==> src/rtl/pwb_pkg.sv <==
package pwb_pkg;
  typedef enum logic {
    OP_READ  = 1'b0,
    OP_WRITE = 1'b1
  } pwb_op_e;
endpackage

==> src/rtl/pwb_rst_sync.sv <==
module pwb_rst_sync #(
  parameter int STAGES = 2
) (
  input  logic clk,
  input  logic arst_n,
  output logic rst_n
);
  logic [STAGES-1:0] sync_q;

  always_ff @(posedge clk or negedge arst_n) begin
    if (!arst_n) sync_q <= '0;
    else         sync_q <= {sync_q[STAGES-2:0], 1'b1};
  end

  assign rst_n = sync_q[STAGES-1];
endmodule

==> src/rtl/pwb_wr_slot.sv <==
module pwb_wr_slot #(
  parameter int AW = 16,
  parameter int DW = 32,
  localparam int SW = DW / 8
) (
  input  logic          clk,
  input  logic          rst_n,
  input  logic          take,
  input  logic [AW-1:0] addr_i,
  input  logic [DW-1:0] data_i,
  input  logic [SW-1:0] strb_i,
  input  logic          grant,
  input  logic          done_i,
  output logic          full_o,
  output logic          issue_o,
  output logic [AW-1:0] addr_o,
  output logic [DW-1:0] data_o,
  output logic [SW-1:0] strb_o
);
  logic full_q, full_d;
  logic sent_q, sent_d;
  logic [AW-1:0] addr_q;
  logic [DW-1:0] data_q;
  logic [SW-1:0] strb_q;

  always_comb begin
    full_d = full_q;
    sent_d = sent_q;
    if (sent_q && done_i) begin
      full_d = 1'b0;
      sent_d = 1'b0;
    end
    if (grant) sent_d = 1'b1;
    if (take) begin
      full_d = 1'b1;
      sent_d = 1'b0;
    end
  end

  always_ff @(posedge clk or negedge rst_n) begin
    if (!rst_n) begin
      full_q <= 1'b0;
      sent_q <= 1'b0;
    end else begin
      full_q <= full_d;
      sent_q <= sent_d;
    end
  end

  always_ff @(posedge clk) begin
    if (take) begin
      addr_q <= addr_i;
      data_q <= data_i;
      strb_q <= strb_i;
    end
  end

  assign full_o  = full_q;
  assign issue_o = full_q && !sent_q;
  assign addr_o  = addr_q;
  assign data_o  = data_q;
  assign strb_o  = strb_q;

  // the slot never takes a write while occupied
  a_r3_single_entry: assert property (@(posedge clk) disable iff (!rst_n)
    take |-> !full_q);
  // completion of the handed-down write frees the slot
  a_r6_free_on_done: assert property (@(posedge clk) disable iff (!rst_n)
    (sent_q && done_i) |=> !full_q);
  // a taken write is offered downstream next cycle
  a_r2_posted_issue: assert property (@(posedge clk) disable iff (!rst_n)
    take |=> issue_o);
  // request held still under back-pressure
  a_r10_wr_hold: assert property (@(posedge clk) disable iff (!rst_n)
    (issue_o && !grant) |=> (issue_o && $stable(addr_o) && $stable(data_o) && $stable(strb_o)));
endmodule

==> src/rtl/pwb_rd_slot.sv <==
module pwb_rd_slot #(
  parameter int AW = 16,
  parameter int DW = 32
) (
  input  logic          clk,
  input  logic          rst_n,
  input  logic          take,
  input  logic [AW-1:0] addr_i,
  input  logic          grant,
  input  logic          rsp_i,
  input  logic [DW-1:0] rdata_i,
  output logic          busy_o,
  output logic          issue_o,
  output logic [AW-1:0] addr_o,
  output logic          rsp_valid_o,
  output logic [DW-1:0] rdata_o
);
  logic busy_q, busy_d;
  logic sent_q, sent_d;
  logic rsp_q, rsp_d;
  logic [AW-1:0] addr_q;
  logic [DW-1:0] rdata_q;
  logic          back;

  assign back = sent_q && rsp_i;

  always_comb begin
    busy_d = busy_q;
    sent_d = sent_q;
    rsp_d  = back;
    if (back) begin
      busy_d = 1'b0;
      sent_d = 1'b0;
    end
    if (grant) sent_d = 1'b1;
    if (take) begin
      busy_d = 1'b1;
      sent_d = 1'b0;
    end
  end

  always_ff @(posedge clk or negedge rst_n) begin
    if (!rst_n) begin
      busy_q <= 1'b0;
      sent_q <= 1'b0;
      rsp_q  <= 1'b0;
    end else begin
      busy_q <= busy_d;
      sent_q <= sent_d;
      rsp_q  <= rsp_d;
    end
  end

  always_ff @(posedge clk) begin
    if (take) addr_q <= addr_i;
    if (back) rdata_q <= rdata_i;
  end

  assign busy_o      = busy_q;
  assign issue_o     = busy_q && !sent_q;
  assign addr_o      = addr_q;
  assign rsp_valid_o = rsp_q;
  assign rdata_o     = rdata_q;

  // a taken read is offered downstream next cycle
  a_r7_read_issue: assert property (@(posedge clk) disable iff (!rst_n)
    take |=> issue_o);
  // returned data reaches the master next cycle, as a single pulse
  a_r8_rsp_next: assert property (@(posedge clk) disable iff (!rst_n)
    back |=> (rsp_valid_o && !busy_o));
  a_r8_rsp_single: assert property (@(posedge clk) disable iff (!rst_n)
    rsp_valid_o |=> !rsp_valid_o);
  // read request held still under back-pressure
  a_r10_rd_hold: assert property (@(posedge clk) disable iff (!rst_n)
    (issue_o && !grant) |=> (issue_o && $stable(addr_o)));
endmodule

==> src/rtl/pwb_top.sv <==
module pwb_top #(
  parameter int AW = 16,
  parameter int DW = 32,
  localparam int SW = DW / 8
) (
  input  logic          clk,
  input  logic          arst_n,
  input  logic          up_valid,
  output logic          up_ready,
  input  logic          up_write,
  input  logic [AW-1:0] up_addr,
  input  logic [DW-1:0] up_wdata,
  input  logic [SW-1:0] up_wstrb,
  output logic          up_rsp_valid,
  output logic [DW-1:0] up_rdata,
  output logic          dn_valid,
  input  logic          dn_ready,
  output logic          dn_write,
  output logic [AW-1:0] dn_addr,
  output logic [DW-1:0] dn_wdata,
  output logic [SW-1:0] dn_wstrb,
  input  logic          dn_wr_done,
  input  logic          dn_rd_valid,
  input  logic [DW-1:0] dn_rdata,
  output logic          wb_idle
);
  import pwb_pkg::*;

  logic rst_n;
  logic wr_full, wr_issue, rd_busy, rd_issue;
  logic wr_take, rd_take, wr_grant, rd_grant;
  logic [AW-1:0] wr_addr, rd_addr;
  logic [DW-1:0] wr_data;
  logic [SW-1:0] wr_strb;
  pwb_op_e op;

  pwb_rst_sync #(.STAGES(2)) u_rst (.clk(clk), .arst_n(arst_n), .rst_n(rst_n));

  assign op       = pwb_op_e'(up_write);
  assign up_ready = !wr_full && !rd_busy;
  assign wr_take  = up_valid && up_ready && (op == OP_WRITE);
  assign rd_take  = up_valid && up_ready && (op == OP_READ);
  assign wr_grant = wr_issue && dn_ready;
  assign rd_grant = rd_issue && dn_ready;

  pwb_wr_slot #(.AW(AW), .DW(DW)) u_wr (
    .clk(clk), .rst_n(rst_n), .take(wr_take),
    .addr_i(up_addr), .data_i(up_wdata), .strb_i(up_wstrb),
    .grant(wr_grant), .done_i(dn_wr_done),
    .full_o(wr_full), .issue_o(wr_issue),
    .addr_o(wr_addr), .data_o(wr_data), .strb_o(wr_strb)
  );

  pwb_rd_slot #(.AW(AW), .DW(DW)) u_rd (
    .clk(clk), .rst_n(rst_n), .take(rd_take), .addr_i(up_addr),
    .grant(rd_grant), .rsp_i(dn_rd_valid), .rdata_i(dn_rdata),
    .busy_o(rd_busy), .issue_o(rd_issue), .addr_o(rd_addr),
    .rsp_valid_o(up_rsp_valid), .rdata_o(up_rdata)
  );

  assign dn_valid = wr_issue || rd_issue;
  assign dn_write = wr_issue;
  assign dn_addr  = wr_issue ? wr_addr : rd_addr;
  assign dn_wdata = wr_data;
  assign dn_wstrb = wr_strb;
  assign wb_idle  = !wr_full;

  // only one source drives the downstream port at a time
  a_r5_one_source: assert property (@(posedge clk) disable iff (!rst_n)
    $onehot0({wr_issue, rd_issue}));
  // no read goes downstream while a write is held
  a_r4_read_fenced: assert property (@(posedge clk) disable iff (!rst_n)
    (dn_valid && !dn_write) |-> wb_idle);
  // idle falls after a write is taken
  a_r9_idle_falls: assert property (@(posedge clk) disable iff (!rst_n)
    wr_take |=> !wb_idle);
  // nothing offered downstream in the first cycle after reset
  a_r1_reset_quiet: assert property (@(posedge clk)
    !rst_n |=> (!dn_valid && !up_rsp_valid));
endmodule

==> config.mk <==
export PLATFORM = sky130hd
export DESIGN_NAME = pwb_top
export DESIGN_NICKNAME = d
export VERILOG_FILES = /design/src/rtl/pwb_pkg.sv /design/src/rtl/pwb_rst_sync.sv /design/src/rtl/pwb_wr_slot.sv /design/src/rtl/pwb_rd_slot.sv /design/src/rtl/pwb_top.sv
export SDC_FILE = /design/constraint.sdc
export NUM_CORES = 1
export LEC_CHECK = 0
export BUFFER_PORTS_ARGS = -buffer_cell sky130_fd_sc_hd__buf_2
export CORE_AREA = 5 5 95 97
export DETAILED_ROUTE_END_ITERATION = 10
export DIE_AREA = 0 0 100 102
export PLACE_DENSITY = 0.78
export REMOVE_ABC_BUFFERS = 1
export SLEW_MARGIN = 20
export SYNTH_ARGS = -nofsm -noshare
export SYNTH_HDL_FRONTEND = slang
export SYNTH_SLANG_ARGS = --single-unit
==> constraint.sdc <==
create_clock -name clk -period 1.5 [get_ports clk]
set_clock_uncertainty 0.2 [all_clocks]
set_input_delay 0.15 -clock clk [delete_from_list [all_inputs] [get_ports clk]]
set_output_delay 0.15 -clock clk [all_outputs]
set_load 0.1 [all_outputs]
-- Word-level counts from Yosys, hierarchy flattened
Index checks and enable logic that the tools add are counted.
- $add $sub $neg: 0
- $mul: 0
- divide/modulo/power cells: 0
- magnitude comparators: 0
- equal/unequal tests: 0
- shifts and indexed selects: 0
- multiplexer cells: 9
- bitwise logic cells: 1
- reductions and logical operators: 19
- operators by type and width (cell ; number):
    16-bit 2-to-1 mux ; 1
    1-bit logical AND ; 10
    1-bit 2-to-1 mux ; 8
    3-bit nonzero test ; 2
    1-bit logical NOT ; 4
    2-bit nonzero test ; 2
    1-bit logical OR ; 1
    1-bit inverter ; 1
- register bits after elaboration: 107
- latch bits: 0
- RAM bits: 0
- ROM bits: 0
- input port bits: 91
- output and inout bits: 89
- logic and storage cells: 40
- memories: 0

-- Logic depth before layout (Yosys ltp)
- depth after elaboration: 5
- mapped depth: 4
- gate-level depth less buffers: 2

-- Hierarchy
Synthesis repeated with hierarchy kept, for this count alone.
- cells, all modules: 146
- area, all modules: 3548.4 um^2
- modules (own cells, without submodules) (module ; instances ; cells each ; area each (um^2) ; sequential area each (um^2)):
    pwb_wr_slot ; 1 ; 60 ; 1647.8 ; 1611.5
    pwb_rd_slot ; 1 ; 58 ; 1559.0 ; 1516.5
    pwb_top ; 1 ; 25 ; 287.8 ; 0.0
    pwb_rst_sync ; 1 ; 3 ; 53.8 ; 50.0

-- Worst setup path after synthesis
OpenSTA, ideal clock, no wires.
- path kind: reg2reg
- from: reg u_wr.full_q (netlist: u_wr.full_o)
- to: reg u_rd.addr_q[0] (netlist: u_rd.addr_o[0]), enable pin
- setup time: 443 ps
- arrival: 2364 ps
- required time: 857 ps
- setup slack: -1507 ps
- cell stages (with the launch flop): 2
- path buffers: 0
- clock period less this slack: 3007 ps
- cell sequence: dfrtp_1 nor4b_1
- longest elaborated chain between the ends: 4
- ends and longest elaborated chain (what ; line ; text):
    from (decl) ; pwb_wr_slot.sv:20 ; logic full_q, full_d;
    from (signal assigned) ; pwb_wr_slot.sv:45 ; full_q <= full_d;
    1-bit logical NOT ; pwb_top.sv:40 ; assign up_ready = !wr_full && !rd_busy;
    1-bit logical AND ; pwb_top.sv:40 ;
    1-bit logical AND (2 in series) ; pwb_top.sv:42 ; assign rd_take = up_valid && up_ready && (op == OP_READ);
    net rd_take ; pwb_top.sv:31 ; logic wr_take, rd_take, wr_grant, rd_grant;
    to (signal assigned) ; pwb_rd_slot.sv:55 ; if (take) addr_q <= addr_i;
    to (decl) ; pwb_rd_slot.sv:21 ; logic [AW-1:0] addr_q;
The timed path passes the listed nets, and every way through them passes these cells.
A chain may end at the register's enable or synchronous reset.

-- Worst setup path after layout
- from: reg u_wr.full_q (netlist: u_wr.full_o)
- to: out dn_addr[12]
- longest elaborated chain between the ends: 2
- ends and longest elaborated chain (what ; line ; text):
    1-bit logical AND ; pwb_wr_slot.sv:59 ; assign issue_o = full_q && !sent_q;
    16-bit 2-to-1 mux ; pwb_top.sv:63 ; assign dn_addr = wr_issue ? wr_addr : rd_addr;
    to (decl) ; pwb_top.sv:19 ; output logic [AW-1:0] dn_addr,
Every way passes these cells.

==> results.txt <==
The flow ran to the end, but the final reports show violations. The checks that failed: setup timing. The total power draw came out at 0.0126 W. The worst register-to-register path ends at u_wr.data_o[5]$_DFFE_PP_.

sky130_fd_sc_hd__edfxtp_1 is the most common cell in the netlist. Synthesis produced a netlist whose cell count is 143. Using the TritonRoute via totals, the vias-per-cell ratio works out to 4.56. Entering global routing, the biggest net connects 31 pins. The number of global-route vias before repair was 2834.

After synthesis, the most frequently instantiated cells are 100 x sky130_fd_sc_hd__edfxtp_1, 8 x sky130_fd_sc_hd__mux2_2, 8 x sky130_fd_sc_hd__mux2_4. TritonCTS built the clock tree. In this run, the number of DRC markers left after iteration 0 of detailed routing was 113. VDD sags by at most 0.975 mV. The critical path is of the reg2out type.

The fraction of the cycle the final worst path needs is 133%. The post-placement setup slack is -0.193 ns, and the register bit total from synthesis is 107. For the worst setup path, the data required time is 1.15 ns. Data arrives at the worst endpoint at 1.65 ns.

For the number of nets with antenna violations after routing, the log shows 0. Summing the sequential cell areas from Yosys gives 90.1% of the chip area. The internal power of the cells is 0.00705 W. The largest family of logic cells by synthesized area is multiplexers. The area growth from synthesis to layout is 86.6%. Setup slack on the worst reg-to-reg path comes out at -0.32 ns. The worst register-to-register path begins at u_wr.full_o$_DFFE_PN0P_. Final critical path time including I/O delays and setup: 2.00 ns. The source-to-sink clock delay at the later pin of the worst-skew pair was 0.35 ns; the number of antenna violations at the first check in global routing was 0. The fraction of final layout cells sized beyond drive strength 1 works out to 54.7%.

STA classifies the critical path endpoint as a primary output. The clock-pin slew of the registers on the worst-case setup and hold paths was 0.10 ns; the top-area cell type share of the netlist area was 85.2%. The post-synthesis compound-gate area fraction was 0.887%; the total number of yosys warnings was 0. The min-delay analysis places its worst path in the category in2reg. The first global-routing pass estimated 15100 um of wire. The tools report the number of buffers inserted during clock tree synthesis as 9.

Summed over all cells, the static leakage comes to 2.74 nW. The run gives 20.0% as the overall fraction of global-route tracks in use. After synthesis, the mean cell area works out to 24.7 sq um.

Combinational logic is responsible for 55.3% of the overall power. Of the post-synthesis cell area, the part taken by muxes is 5.96%. Across all layers, the routed design uses 2555 vias. The tightest hold path in the finished design has a slack of 0.0659 ns.

The destination of the critical timing path was dn_addr[12]. The synthesized netlist contains 20 unique library cells. The number of design rule violations left after detail routing was 0. The cell type with the largest total area after synthesis is sky130_fd_sc_hd__edfxtp_1.

Summed over all failing endpoints, the final setup total negative slack is -24.87 ns. Dominant synthesized flop cell: sky130_fd_sc_hd__edfxtp_1. After global routing the overflow that remains totals 0. Number of pins exceeding their max-slew limit in the final report: 0. The mapped netlist covers 3530 sq um. The run gives 0 as the number of hold violations in the final report. The power per cell area was 1920 nW/um^2; the synthesized-area fraction occupied by and/or/nand/nor cells was 1.70%. The share of total power in the clock network is 13.9%, and the maximum clock insertion buffer count is 2. In this run, flip-flops and latches consume 30.8% of the power. The level count of the clock H-tree was 3; the final critical-path setup slack was -0.502 ns. Once the floorplan was initialized, standard cells occupied 43.8% of the core. Once detailed placement completed, the half-perimeter wirelength came to 5580 um.

In this run the core area contains 33 standard-cell rows. The height of the chip was 102 um. The run gives 0.00558 W as the switching power of the nets. Of all nets on the critical path, the largest fanout is 5. Buffer type at the clock tree root: sky130_fd_sc_hd__clkbuf_8.

The total length of routed wires came out at 10100 um. Sorting the synthesized cells by area gives the leading types as sky130_fd_sc_hd__edfxtp_1 85%, sky130_fd_sc_hd__dfrtp_1 5.0%, sky130_fd_sc_hd__mux2_4 3.4%. Of the total synthesized cell area, the portion taken by XOR and XNOR cells is 0%. Summing all placed instances gives a cell area of 4950 sq um. The worst setup path is launched from a flip-flop. During I/O placement, the number of pins put on the boundary was 180. The most critical setup path has its startpoint at u_wr.full_o$_DFFE_PN0P_. The number of port buffers is 179, and the max-capacitance violation count is 0. The clock net in this run drives a total of 107 sinks.

In the synthesized netlist the async set-or-reset flop fraction comes to 6.54%. The region available for standard cell placement spans 8050 sq um. Summing all non-filler instances in the final layout gives an area of 6580 sq um. The fraction of power spent switching nets is 44.2%. The floorplan step defined a die boundary enclosing 10200 sq um. In this run, synthesis inferred 100 flip-flops with an integrated enable.

For the final weighted congestion in routability-driven placement, the log shows 0.713. The post-detailed-route wirelength per cell was 18.1 um. The length of the first detailed-routing pass in iterations came out at 6.

Setup repair after global routing could not meet its margin everywhere. Setup violations remaining at the end of the flow were counted as 92. The die is 100 um wide.

The depth of the worst register-to-register path was 4. 0 antenna diodes ended up in the layout. Of the total synthesized cell area, the portion taken by full adders, half adders and majority gates is 0%.

The top achievable clock speed is 499 MHz, and the final layout net count is 541.
[layer usage]
metal	up-vias	wire length (um)	global-route usage [%]
met5	-	0	0
met4	0	220	8.19
met3	20	848	5.87
met2	130	5720	38.1
met1	1233	3360	20.5
li1	1172	-	-
[worst max-delay path: stages (launching register included)]
cell,delay [ns]
sky130_fd_sc_hd__dfrtp_1,0.43
sky130_fd_sc_hd__nand2b_4,0.09
sky130_fd_sc_hd__buf_6,0.13
sky130_fd_sc_hd__buf_12,0.12
sky130_fd_sc_hd__mux2_2,0.36
sky130_fd_sc_hd__buf_12,0.17
[kinds of logic (layout without fill, tap and decap cells)]
family | count (synthesis) | after routing
buffers and inverters | 5 | 317
other | 1 | 1
muxes | 16 | 16
AOI/OAI and AO/OA | 5 | 5
DFF | 107 | 107
and+or+nand+nor | 9 | 9
[how the worst min path moves through the flow]
stage,cells past startpoint,startpoint,slack [ns],end
floorplan,0,arst_n,-0.35,u_rst.sync_q[0]$_DFF_PN0_
global placement,1,arst_n,-0.26,u_rst.sync_q[0]$_DFF_PN0_
detailed placement,1,arst_n,-0.26,u_rst.sync_q[0]$_DFF_PN0_
CTS,3,dn_rd_valid,0.02,u_rd.rsp_valid_o$_DFF_PN0_
global route,3,dn_rd_valid,0.06,u_rd.rsp_valid_o$_DFF_PN0_
finish,3,dn_rd_valid,0.07,u_rd.rsp_valid_o$_DFF_PN0_
[cell usage in the layout (no fill, tap or decap), drive strengths merged, types with 2 or more instances in the layout]
cell         count
clkinv           3
mux2            16
inv              5
nand2b           2
a21oi            2
dlygate4sd3     89
buf            159
dfrtp            7
clkbuf          59
edfxtp         100
[area by class of cell]
cell class                      count  area, sq um
Inverter                            3         13.8
Timing Repair Buffer              298         2690
Fill cell                         408         1470
Multi-Input combinational cell     31          369
Clock buffer                       10          128
Clock inverter                      6         73.8
Tap cell                          105          131
Sequential cell                   107         3180
[stage by stage]
stage | std cells | util (%)
floorplan | 141 | -
global placement | 436 | 61.5
detailed placement | 436 | 61.5
CTS | 555 | 79.4
global route | 560 | 81.7
finish | 560 | 81.7
[power by group through the flow]
stage | Clock, W | Combinational (W) | Sequential [W]
finish | 0.00175 | 0.00699 | 0.00389
floorplan | 0 | 0.00237 | 0.00552
detailed placement | 0 | 0.00583 | 0.00392
CTS | 0.00179 | 0.00679 | 0.00386
global route | 0.00195 | 0.00716 | 0.00392
global placement | 0 | 0.00577 | 0.00390
[sequential cells by signal (all words and copies together) (netlist names)]
name	flops
u_wr.addr_o	16
u_rd.sent_q	1
u_wr.data_o	32
u_wr.full_o	1
u_rd.busy_o	1
u_wr.sent_q	1
u_rd.addr_o	16
u_rd.rdata_o	32
u_rst.sync_q	2
u_rd.rsp_valid_o	1
u_wr.strb_o	4
[repair_timing]
item / in CTS / in global routing
hold buffers: 89 / 0
resized for setup: 39 / 57
setup endpoints to repair: 94 / 139
gates cloned: 8 / 1
pin swaps: 2 / 2
hold endpoints to repair: 110 / 0
setup buffers: 6 / 6
Note: power is estimated with default switching activity, not from simulation.
